**src/rtl/rxfc_pkg.sv**
```systemverilog
package rxfc_pkg;

    parameter int DATA_W = 8;
    parameter int DEPTH  = 128;
    parameter int HYS_W  = 6;

    localparam int LVL_W = $clog2(DEPTH + 1);
    localparam int EXT_W = ((LVL_W > DATA_W) ? LVL_W : DATA_W) + 1;

    typedef logic [3:0] hys_sel_t;

    typedef enum logic [1:0] {
        LM_RX   = 2'b00,
        LM_TX   = 2'b01,
        LM_SUMA = 2'b10,
        LM_SUMB = 2'b11
    } lvl_mode_e;

    typedef enum logic {
        ST_FLOW = 1'b0,
        ST_HOLD = 1'b1
    } rts_state_e;

    typedef struct packed {
        logic              we;
        logic              dst_tx;
        logic [DATA_W-1:0] data;
    } trg_wr_t;

    typedef struct packed {
        logic [EXT_W-1:0] upper;
        logic [EXT_W-1:0] lower;
    } thr_t;

    // Band width in characters for a 4-bit selector {ext, ctl}.
    function automatic logic [HYS_W-1:0] hys_chars(input hys_sel_t s);
        logic [HYS_W-1:0] lo;
        logic [HYS_W-1:0] r;
        lo = HYS_W'(s[1:0]);
        case (s[3:2])
            2'd0:    r = (s[1:0] == 2'd0) ? '0 : (lo << 1) + HYS_W'(2);
            2'd1:    r = HYS_W'(8)  + (lo << 3);
            2'd2:    r = HYS_W'(40) + (lo << 2);
            default: r = HYS_W'(12) + (lo << 3);
        endcase
        return r;
    endfunction

endpackage

```
**src/rtl/rxfc_regs.sv**
```systemverilog
module rxfc_regs
    import rxfc_pkg::*;
#(
    parameter logic [DATA_W-1:0] RST_TRIG = 8'd64
) (
    input  logic              clk,
    input  logic              rst,
    input  trg_wr_t           trg_wr,
    input  logic              spr_we,
    input  logic [DATA_W-1:0] spr_wdata,
    output logic [DATA_W-1:0] rx_trig,
    output logic [DATA_W-1:0] tx_trig,
    output logic [DATA_W-1:0] scratch
);

    localparam int N_TRIG = 2;

    logic [DATA_W-1:0] trig_q [N_TRIG];

    for (genvar g = 0; g < N_TRIG; g++) begin : g_trig
        always_ff @(posedge clk) begin
            if (rst) begin
                trig_q[g] <= RST_TRIG;
            end else if (trg_wr.we && (trg_wr.dst_tx == 1'(g))) begin
                trig_q[g] <= trg_wr.data;
            end
        end
    end

    always_ff @(posedge clk) begin
        if (rst) begin
            scratch <= '0;
        end else if (spr_we) begin
            scratch <= spr_wdata;
        end
    end

    assign rx_trig = trig_q[0];
    assign tx_trig = trig_q[1];

    // a receive-destined write lands in the receive trigger
    p_rx_trig_write_r8: assert property (@(posedge clk) disable iff (rst)
        (trg_wr.we && !trg_wr.dst_tx) |=> (rx_trig == $past(trg_wr.data)));

    // a transmit-destined write leaves the receive trigger alone
    p_tx_write_keeps_rx_r8: assert property (@(posedge clk) disable iff (rst)
        (trg_wr.we && trg_wr.dst_tx) |=> $stable(rx_trig));

endmodule

```
**src/rtl/rxfc_thresh.sv**
```systemverilog
module rxfc_thresh
    import rxfc_pkg::*;
(
    input  logic [DATA_W-1:0] trig,
    input  hys_sel_t          sel,
    output thr_t              thr
);

    logic [HYS_W-1:0] band;
    logic [EXT_W-1:0] trig_x;
    logic [EXT_W-1:0] band_x;
    logic [EXT_W-1:0] sum_x;

    always_comb begin
        band   = hys_chars(sel);
        trig_x = EXT_W'(trig);
        band_x = EXT_W'(band);
        sum_x  = trig_x + band_x;
        thr.upper = (sum_x > EXT_W'(DEPTH)) ? EXT_W'(DEPTH) : sum_x;
        thr.lower = (trig_x > band_x) ? (trig_x - band_x) : '0;
    end

endmodule

```
**src/rtl/rxfc_rts_fsm.sv**
```systemverilog
module rxfc_rts_fsm
    import rxfc_pkg::*;
(
    input  logic             clk,
    input  logic             rst,
    input  logic [LVL_W-1:0] rx_level,
    input  thr_t             thr,
    input  logic             afc_en,
    input  logic             sw_rts,
    output logic             rts_n
);

    rts_state_e       state;
    rts_state_e       nxt;
    logic [EXT_W-1:0] lvl_x;

    always_comb begin
        lvl_x = EXT_W'(rx_level);
        nxt   = state;
        case (state)
            ST_FLOW: if (lvl_x >= thr.upper) nxt = ST_HOLD;
            ST_HOLD: if ((lvl_x <= thr.lower) && (lvl_x < thr.upper)) nxt = ST_FLOW;
            default: nxt = ST_FLOW;
        endcase
    end

    always_ff @(posedge clk) begin
        if (rst) begin
            state <= ST_FLOW;
            rts_n <= 1'b1;
        end else if (!afc_en) begin
            state <= ST_FLOW;
            rts_n <= ~sw_rts;
        end else begin
            state <= nxt;
            rts_n <= (nxt == ST_HOLD);
        end
    end

    // reaching the upper threshold releases RTS on the next clock
    p_deassert_at_upper_r3: assert property (@(posedge clk) disable iff (rst)
        (afc_en && (EXT_W'(rx_level) >= thr.upper)) |=> rts_n);

    // draining to the lower threshold from hold asserts RTS again
    p_reassert_at_lower_r4: assert property (@(posedge clk) disable iff (rst)
        (afc_en && (state == ST_HOLD) && (EXT_W'(rx_level) <= thr.lower)
         && (EXT_W'(rx_level) < thr.upper)) |=> !rts_n);

    // software mode mirrors the request bit one clock later
    p_sw_follow_r7: assert property (@(posedge clk) disable iff (rst)
        !afc_en |=> (rts_n == !$past(sw_rts)));

endmodule

```
**src/rtl/rxfc_lvl_read.sv**
```systemverilog
module rxfc_lvl_read
    import rxfc_pkg::*;
(
    input  logic [LVL_W-1:0]  rx_level,
    input  logic [LVL_W-1:0]  tx_level,
    input  lvl_mode_e         mode,
    input  logic              view,
    input  logic [DATA_W-1:0] scratch,
    output logic [DATA_W-1:0] rd_data
);

    localparam int MAXV = (1 << DATA_W) - 1;

    logic [LVL_W:0]    sum;
    logic [DATA_W-1:0] lvl_val;

    always_comb begin
        sum = {1'b0, rx_level} + {1'b0, tx_level};
        case (mode)
            LM_RX:   lvl_val = DATA_W'(rx_level);
            LM_TX:   lvl_val = DATA_W'(tx_level);
            default: lvl_val = (sum > (LVL_W+1)'(MAXV)) ? DATA_W'(MAXV) : DATA_W'(sum);
        endcase
        rd_data = view ? lvl_val : scratch;
    end

endmodule

```
**src/rtl/rxfc_rts_gen.sv**
```systemverilog
module rxfc_rts_gen
    import rxfc_pkg::*;
#(
    parameter logic [DATA_W-1:0] RST_TRIG = 8'd64
) (
    input  logic              clk,
    input  logic              rst,
    input  logic [LVL_W-1:0]  rx_level,
    input  logic [LVL_W-1:0]  tx_level,
    input  logic [1:0]        hys_ext,
    input  logic [1:0]        hys_ctl,
    input  logic              trg_we,
    input  logic              trg_dst_tx,
    input  logic [DATA_W-1:0] trg_wdata,
    input  logic              spr_we,
    input  logic [DATA_W-1:0] spr_wdata,
    input  logic              lvl_view,
    input  logic [1:0]        lvl_mode,
    output logic [DATA_W-1:0] rd_data,
    output logic [DATA_W-1:0] tx_trig,
    input  logic              afc_en,
    input  logic              sw_rts,
    output logic              rts_n
);

    trg_wr_t           trg_wr;
    thr_t              thr;
    logic [DATA_W-1:0] rx_trig;
    logic [DATA_W-1:0] scratch;
    hys_sel_t          sel;

    assign trg_wr = '{we: trg_we, dst_tx: trg_dst_tx, data: trg_wdata};
    assign sel    = {hys_ext, hys_ctl};

    rxfc_regs #(.RST_TRIG(RST_TRIG)) u_regs (
        .clk       (clk),
        .rst       (rst),
        .trg_wr    (trg_wr),
        .spr_we    (spr_we),
        .spr_wdata (spr_wdata),
        .rx_trig   (rx_trig),
        .tx_trig   (tx_trig),
        .scratch   (scratch)
    );

    rxfc_thresh u_thresh (
        .trig (rx_trig),
        .sel  (sel),
        .thr  (thr)
    );

    rxfc_rts_fsm u_fsm (
        .clk      (clk),
        .rst      (rst),
        .rx_level (rx_level),
        .thr      (thr),
        .afc_en   (afc_en),
        .sw_rts   (sw_rts),
        .rts_n    (rts_n)
    );

    rxfc_lvl_read u_read (
        .rx_level (rx_level),
        .tx_level (tx_level),
        .mode     (lvl_mode_e'(lvl_mode)),
        .view     (lvl_view),
        .scratch  (scratch),
        .rd_data  (rd_data)
    );

endmodule

```
**config.mk**
```make
export PLATFORM = sky130hd
export DESIGN_NAME = rxfc_rts_gen
export DESIGN_NICKNAME = d
export VERILOG_FILES = /design/src/rtl/rxfc_pkg.sv /design/src/rtl/rxfc_regs.sv /design/src/rtl/rxfc_thresh.sv /design/src/rtl/rxfc_rts_fsm.sv /design/src/rtl/rxfc_lvl_read.sv /design/src/rtl/rxfc_rts_gen.sv
export SDC_FILE = /design/constraint.sdc
export NUM_CORES = 1
export LEC_CHECK = 0
export BUFFER_PORTS_ARGS = -buffer_cell sky130_fd_sc_hd__buf_4
export CORE_ASPECT_RATIO = 0.6
export CORE_MARGIN = 4
export CORE_UTILIZATION = 49
export CTS_CLUSTER_DIAMETER = 80
export DETAILED_ROUTE_END_ITERATION = 10
export MAX_ROUTING_LAYER = met4
export PLACE_DENSITY = 0.77
export SETUP_SLACK_MARGIN = 0.02
export SLEW_MARGIN = 25
export SYNTH_ARGS = -nofsm -noshare
export SYNTH_HDL_FRONTEND = slang
export SYNTH_SLANG_ARGS = --single-unit
```
**constraint.sdc**
```tcl
create_clock -name clk -period 4.15 [get_ports clk]
set_input_delay 0.415 -clock clk [delete_from_list [all_inputs] [get_ports clk]]
set_output_delay 0.415 -clock clk [all_outputs]
set_load 0.005 [all_outputs]
```
Word-level counts from Yosys, hierarchy flattened
Memories as Yosys holds them, arrays and structs flattened.
Cells that the tools add are included.
{"block": "classes", "add_sub_neg": 7, "order_cmp": 6, "eq_ne": 3, "muxes": 21, "bitwise": 6, "reduce_logical": 7}
{"cell": "8-bit 2-to-1 mux", "count": 4}
{"cell": "9-bit by 8-bit > comparator with 1-bit output (second input constant)", "count": 2}
{"cell": "9-bit 2-to-1 mux", "count": 2}
{"cell": "6-bit one-hot mux with 3 select lines", "count": 1}
{"cell": "8-bit one-hot mux with 2 select lines", "count": 1}
{"cell": "4-bit by 5-bit adder with 6-bit output (first input constant)", "count": 2}
{"cell": "1-bit 2-to-1 mux", "count": 11}
{"cell": "8-bit by 6-bit adder with 9-bit output", "count": 1}
{"cell": "8-bit by 8-bit adder with 9-bit output", "count": 1}
{"cell": "8-bit by 9-bit >= comparator with 1-bit output", "count": 1}
{"cell": "8-bit by 9-bit <= comparator with 1-bit output", "count": 1}
{"cell": "8-bit by 9-bit < comparator with 1-bit output", "count": 1}
{"cell": "8-bit by 6-bit subtractor with 9-bit output", "count": 1}
{"cell": "8-bit by 6-bit > comparator with 1-bit output", "count": 1}
{"cell": "6-bit by 4-bit adder with 6-bit output (first input constant)", "count": 1}
{"cell": "2-bit logical NOT", "count": 3}
{"cell": "6-bit 2-to-1 mux", "count": 1}
{"cell": "3-bit by 2-bit adder with 4-bit output (second input constant)", "count": 1}
{"cell": "2-bit by 1-bit equality test with 1-bit output (second input constant)", "count": 2}
{"cell": "1-bit inverter", "count": 4}
{"cell": "1-bit logical AND", "count": 3}
{"cell": "2-bit equality test (second input constant)", "count": 1}
{"cell": "1-bit bitwise OR", "count": 2}
{"cell": "1-bit one-hot mux with 2 select lines", "count": 1}
{"cell": "2-bit OR reduction", "count": 1}
{"block": "word_totals", "ff_bits": 10, "mem_bits_rw": 16, "input_bits": 46, "output_inout_bits": 17, "memories": 1}
{"name": "u_regs.trig_q", "depth": 2, "width": 8, "rd": 2, "rd_clocked_by_memory_dff": 0, "write_ports": 2, "line_no": "rxfc_regs.sv:18", "rtl": "logic [DATA_W-1:0] trig_q [N_TRIG];"}

Logic depth before layout (Yosys ltp)
{"block": "logic_depth", "word_depth": 11, "ltp_mapped": 17}

Hierarchy
A second synthesis with hierarchy kept.
{"block": "unflattened", "cells_unflattened": 322, "area_unflattened_um2": 2875.3}
{"module": "rxfc_regs", "instances": 1, "cells_per_inst": 71, "area_per_inst_um2": 919.6}
{"module": "rxfc_thresh", "instances": 1, "cells_per_inst": 110, "area_per_inst_um2": 817.0}
{"module": "rxfc_lvl_read", "instances": 1, "cells_per_inst": 79, "area_per_inst_um2": 669.4}
{"module": "rxfc_rts_fsm", "instances": 1, "cells_per_inst": 62, "area_per_inst_um2": 469.2}

Worst setup path after synthesis
No wires, ideal clock.
{"block": "synth_path", "path_kind": "in2reg", "start": "in hys_ctl[0]", "end": "reg u_fsm.rts_n", "arrival_ps": 3781, "t_required_ps": 4026, "setup_slack_ps": 245, "stages": 13, "path_cell_list": "inv_1 -> ha_1 -> o31ai_1 -> fa_1 -> or4_1 -> nor4_1 -> o211ai_1 -> ha_1 -> and3b_1 -> o31a_1 -> o2111ai_1 -> a31o_2 -> a31oi_1"}
{"block": "synth_via", "elab_chain_cells": 11}
{"item": "from (decl)", "line_no": "rxfc_rts_gen.sv:11", "rtl": "input logic [1:0] hys_ctl,"}
{"item": "3-bit by 2-bit adder with 4-bit output or 2-bit logical NOT (tied branches)", "line_no": "rxfc_pkg.sv:41", "rtl": "2'd0: r = (s[1:0] == 2'd0) ? '0 : (lo << 1) + HYS_W'(2);"}
{"item": "6-bit 2-to-1 mux", "line_no": "rxfc_pkg.sv:41"}
{"item": "6-bit one-hot mux with 3 select lines (*)", "line_no": "rxfc_pkg.sv:40", "rtl": "case (s[3:2])"}
{"item": "8-bit by 6-bit adder with 9-bit output", "line_no": "rxfc_thresh.sv:18", "rtl": "sum_x = trig_x + band_x;"}
{"item": "9-bit by 8-bit > comparator with 1-bit output", "line_no": "rxfc_thresh.sv:19", "rtl": "thr.upper = (sum_x > EXT_W'(DEPTH)) ? EXT_W'(DEPTH) : sum_x;"}
{"item": "9-bit 2-to-1 mux", "line_no": "rxfc_thresh.sv:19"}
{"item": "8-bit by 9-bit < comparator with 1-bit output", "line_no": "rxfc_rts_fsm.sv:22", "rtl": "ST_HOLD: if ((lvl_x <= thr.lower) && (lvl_x < thr.upper)) nxt = ST_FLOW;"}
{"item": "1-bit logical AND", "line_no": "rxfc_rts_fsm.sv:22"}
{"item": "1-bit 2-to-1 mux", "line_no": "rxfc_rts_fsm.sv:22"}
{"item": "1-bit one-hot mux with 2 select lines (*)", "line_no": "rxfc_rts_fsm.sv:20", "rtl": "case (state)"}
{"item": "1-bit 2-to-1 mux (*)", "line_no": "rxfc_rts_fsm.sv:31", "rtl": "end else if (!afc_en) begin"}
{"item": "to (signal assigned)", "line_no": "rxfc_rts_fsm.sv:33", "rtl": "rts_n <= ~sw_rts;"}
{"item": "to (signal assigned)", "line_no": "rxfc_rts_fsm.sv:36", "rtl": "rts_n <= (nxt == ST_HOLD);"}
{"item": "to (decl)", "line_no": "rxfc_rts_fsm.sv:10", "rtl": "output logic rts_n"}
Every way passes the cells marked *; elsewhere a longest branch is shown, timed or not.
A chain may end at the register's enable or synchronous reset.

Worst setup path after layout
{"block": "layout_path", "start": "in hys_ctl[0]", "end": "reg u_fsm.state"}
{"block": "layout_via", "elab_chain_cells": 10}
{"item": "3-bit by 2-bit adder with 4-bit output or 2-bit logical NOT (tied branches)", "line_no": "rxfc_pkg.sv:41"}
{"item": "6-bit 2-to-1 mux", "line_no": "rxfc_pkg.sv:41"}
{"item": "6-bit one-hot mux with 3 select lines (*)", "line_no": "rxfc_pkg.sv:40"}
{"item": "8-bit by 6-bit adder with 9-bit output", "line_no": "rxfc_thresh.sv:18"}
{"item": "9-bit by 8-bit > comparator with 1-bit output", "line_no": "rxfc_thresh.sv:19"}
{"item": "9-bit 2-to-1 mux", "line_no": "rxfc_thresh.sv:19"}
{"item": "8-bit by 9-bit < comparator with 1-bit output", "line_no": "rxfc_rts_fsm.sv:22"}
{"item": "1-bit logical AND", "line_no": "rxfc_rts_fsm.sv:22"}
{"item": "1-bit 2-to-1 mux", "line_no": "rxfc_rts_fsm.sv:22"}
{"item": "1-bit one-hot mux with 2 select lines (*)", "line_no": "rxfc_rts_fsm.sv:20"}
{"item": "to (signal assigned)", "line_no": "rxfc_rts_fsm.sv:35", "rtl": "state <= nxt;"}
{"item": "to (decl)", "line_no": "rxfc_rts_fsm.sv:13", "rtl": "rts_state_e state;"}
Marked as above.

==> metrics.yaml <==
outcome: "finished, final reports clean"
fp-row-count: 19
io-pin-count: 63
synth_top_area_frac: 0.190
power_leakage_nw: 1.45
core_area_mm2: 0.00478
worst_pin_slew_ns: 0.751
wl_per_cell_um: 16.1
overflow: 0
synth_most_common_cell: "ha_1"
critPathRequiredTime_ns: 4.30
grt_pass1_wl_um: 10400
dieHeight_um: 63.6
period_share: 0.912
drt_wl_total_um: 6460
gr-usage-met2: 0.256
syn_avg_cell_area_um2: 8.96
crit_top_cell: "ha_1"
place_ws_ns: 0.0975
synth_area_mm2: 0.00253
rsz0062_at_grt: "false"
drv_cap: 0
cts_buffers: 3
placed_cell_area_mm2: 0.00303
cts.sinks: 26
die_x_um: 101
ys_seq_elements: 26
design_area_mm2: 0.00310
instances_no_fill: 402
drv_slew: 0
port_buffers: 62
hold_path.class: "input port to flip-flop"
syn_inst: 282
yosys-top-cells-area: "edfxtp_1, ha_1, dfxtp_1, nor2_1, a211oi_1"
dp_hpwl_um: 5440
synth_edf_count: 16
min_period_ns: 3.79
ys.flop_type: "edfxtp_1"
finalSetupViolations: 0
cts.clk_slew.worst_paths_ns: 0.09
initialDrtViolationCount: 162
route.detailed.drc: 0
crit_arrival_ns: 3.94
start_util: 0.529
via_count: 2322
ctsHoldBuffers: 0
antenna_left: 0
yosysSeqAreaShare: 0.269
slowest_stage: "or4_1"
num-nets-final: 425
cts_tree: "yes"
areaGrowthSynthToFinish_pct: 22.8
critPathMaxStageDelay_ns: 0.49
timing.setup.tns_ns: 0
path_max_fanout: 3
path_cells: "buf_4, inv_1, ha_1, nor3b_1, ha_1, fa_1, or4_1, nor4_1, o211ai_1, ha_1, and3b_1, o31a_1, o2111ai_1, a31o_2, a21boi_0"
drt_pre_antenna_iters: 5
post-cts-setup-buffer-count: 0
top_usage_layer: "met1"
crit_path_end_kind: "flip-flop"
power_mw: 0.899
fmax_mhz: 264
grt_use_met3: 0.0518
antenna_found_initial: 0
die_area_mm2: 0.00641
insertion_delay_ns: 0.27
drive_above_1_share: 0.206
h-tree-depth: 1
synth_top_cell_by_area: "edfxtp_1"
grt_pass1_vias: 2075
root_buffer: "clkbuf_8"
vias_per_cell: 5.78
relSlewSlack: 0.498
dp.cells: 398
fillers: 400
async_flop_share: 0
grt_start_max_net_pins: 18
routabilityCongestion: 0.871
clock_path_buffers: 2
syn_nets: 367
use_met1: 0.341
ctsResizeCount: 0
antenna_cells: 0
crit_type: "input port to flip-flop"
startpoint_type: "input port"
yosysWarningCount: 0
grtUsageTotal: 0.211
ir_worst_vdd_mv: 0.241
hold_viol_final: 0
fin_skew_ns: 0.00440
synth_commonest_cells: "ha_1, nor2_1, edfxtp_1, inv_1, and2_1"
synth_cell_type_count: 45
fin_ws_ns: 0.363
powerDensity_mw_per_mm2: 290
-- layout make-up --
type                    count  area [um2]  share of cell area
clock inverters             1        30.0             0.00968
well taps                  63        78.8              0.0254
clock buffers               3        41.3              0.0133
flip-flops and latches     26         681               0.219
inverters                  16        60.1              0.0194
repair buffers             63         473               0.152
multi-input cells         230        1740               0.560
-- routing by layer --
layer / part of all wire / wire (um) / vias up
met5: 0 / 0 / -
met3: 0.10 / 673 / 8
met1: 0.52 / 3360 / 1043
met2: 0.37 / 2380 / 116
met4: 0.0076 / 49 / 0
li1: - / - / 1155
-- flip-flops by register name, summed over array words and instances, names as in the netlist --
name / flops
u_fsm.rts_n: 1
u_fsm.state: 1
u_regs.scratch: 8
u_regs.trig_q: 16
-- cells in the final DEF, fill, tap and decap left out, types with 2 or more instances in the layout --
master / instances
ha_1: 36
nand2b_1: 4
nor3_1: 3
or4_1: 4
nor2b_1: 10
o2111ai_1: 2
a21oi_1: 11
o21bai_1: 4
and3_1: 2
and2_1: 15
o31ai_1: 2
o31a_1: 2
nor3b_1: 5
a221oi_1: 7
buf_4: 63
nand2_1: 10
xnor2_1: 4
inv_1: 16
mux2i_1: 9
nor2_1: 27
o21ai_0: 10
a31oi_1: 4
and3b_1: 2
nand3_1: 10
a21o_1: 10
clkbuf_8: 3
edfxtp_1: 16
dfxtp_1: 10
xor2_1: 8
a211oi_1: 13
fa_1: 3
-- where the power goes --
part           leakage (nW)  internal [mW]  switching, mW
sequential            0.244          0.295         0.0169
combinational          1.17          0.181          0.199
clock                0.0357          0.129         0.0785
total                  1.45          0.605          0.294
-- critical path: cells and delay by family --
family	cells	cell delay, ns
simple gates	4	1.30
fa+ha+maj	4	1.17
compound gates	5	0.86
buf+inv	2	0.19
-- cell families (layout without fill, tap and decap cells) --
logic type,count (synthesis),in the layout,share of synthesized area
simple gates,96,96,0.202
compound gates,73,73,0.203
fa+ha+maj,39,39,0.202
flops,26,26,0.269
buf+inv,26,83,0.0421
xor+xnor,12,12,0.0416
mux,10,10,0.0401
-- worst paths after layout --
| path | slack, ns | cells after the start | endpoint | startpoint |
|---|---|---|---|---|
| hold reg to reg | 0.52 | 2 | u_regs.scratch[1]$_SDFFE_PP0P_ | u_regs.scratch[1]$_SDFFE_PP0P_ |
| setup reg to reg | 0.63 | 12 | u_fsm.state$_SDFF_PP0_ | u_regs.trig_q[0][1]$_SDFFCE_PN0P_ |
| setup / recovery | 0.36 | 15 | u_fsm.state$_SDFF_PP0_ | hys_ctl[0] |
| hold / removal | 0.37 | 3 | u_regs.scratch[3]$_SDFFE_PP0P_ | spr_wdata[3] |
-- metrics by stage --
stage | hold WS [ns] | util
final | 0.373 | 0.649
after floorplan | 0.461 | -
after global placement | 0.479 | 0.634
after CTS | 0.374 | 0.649
after global routing | 0.399 | 0.649
after detailed placement | 0.489 | 0.634
(Power assumes the default switching activity.)
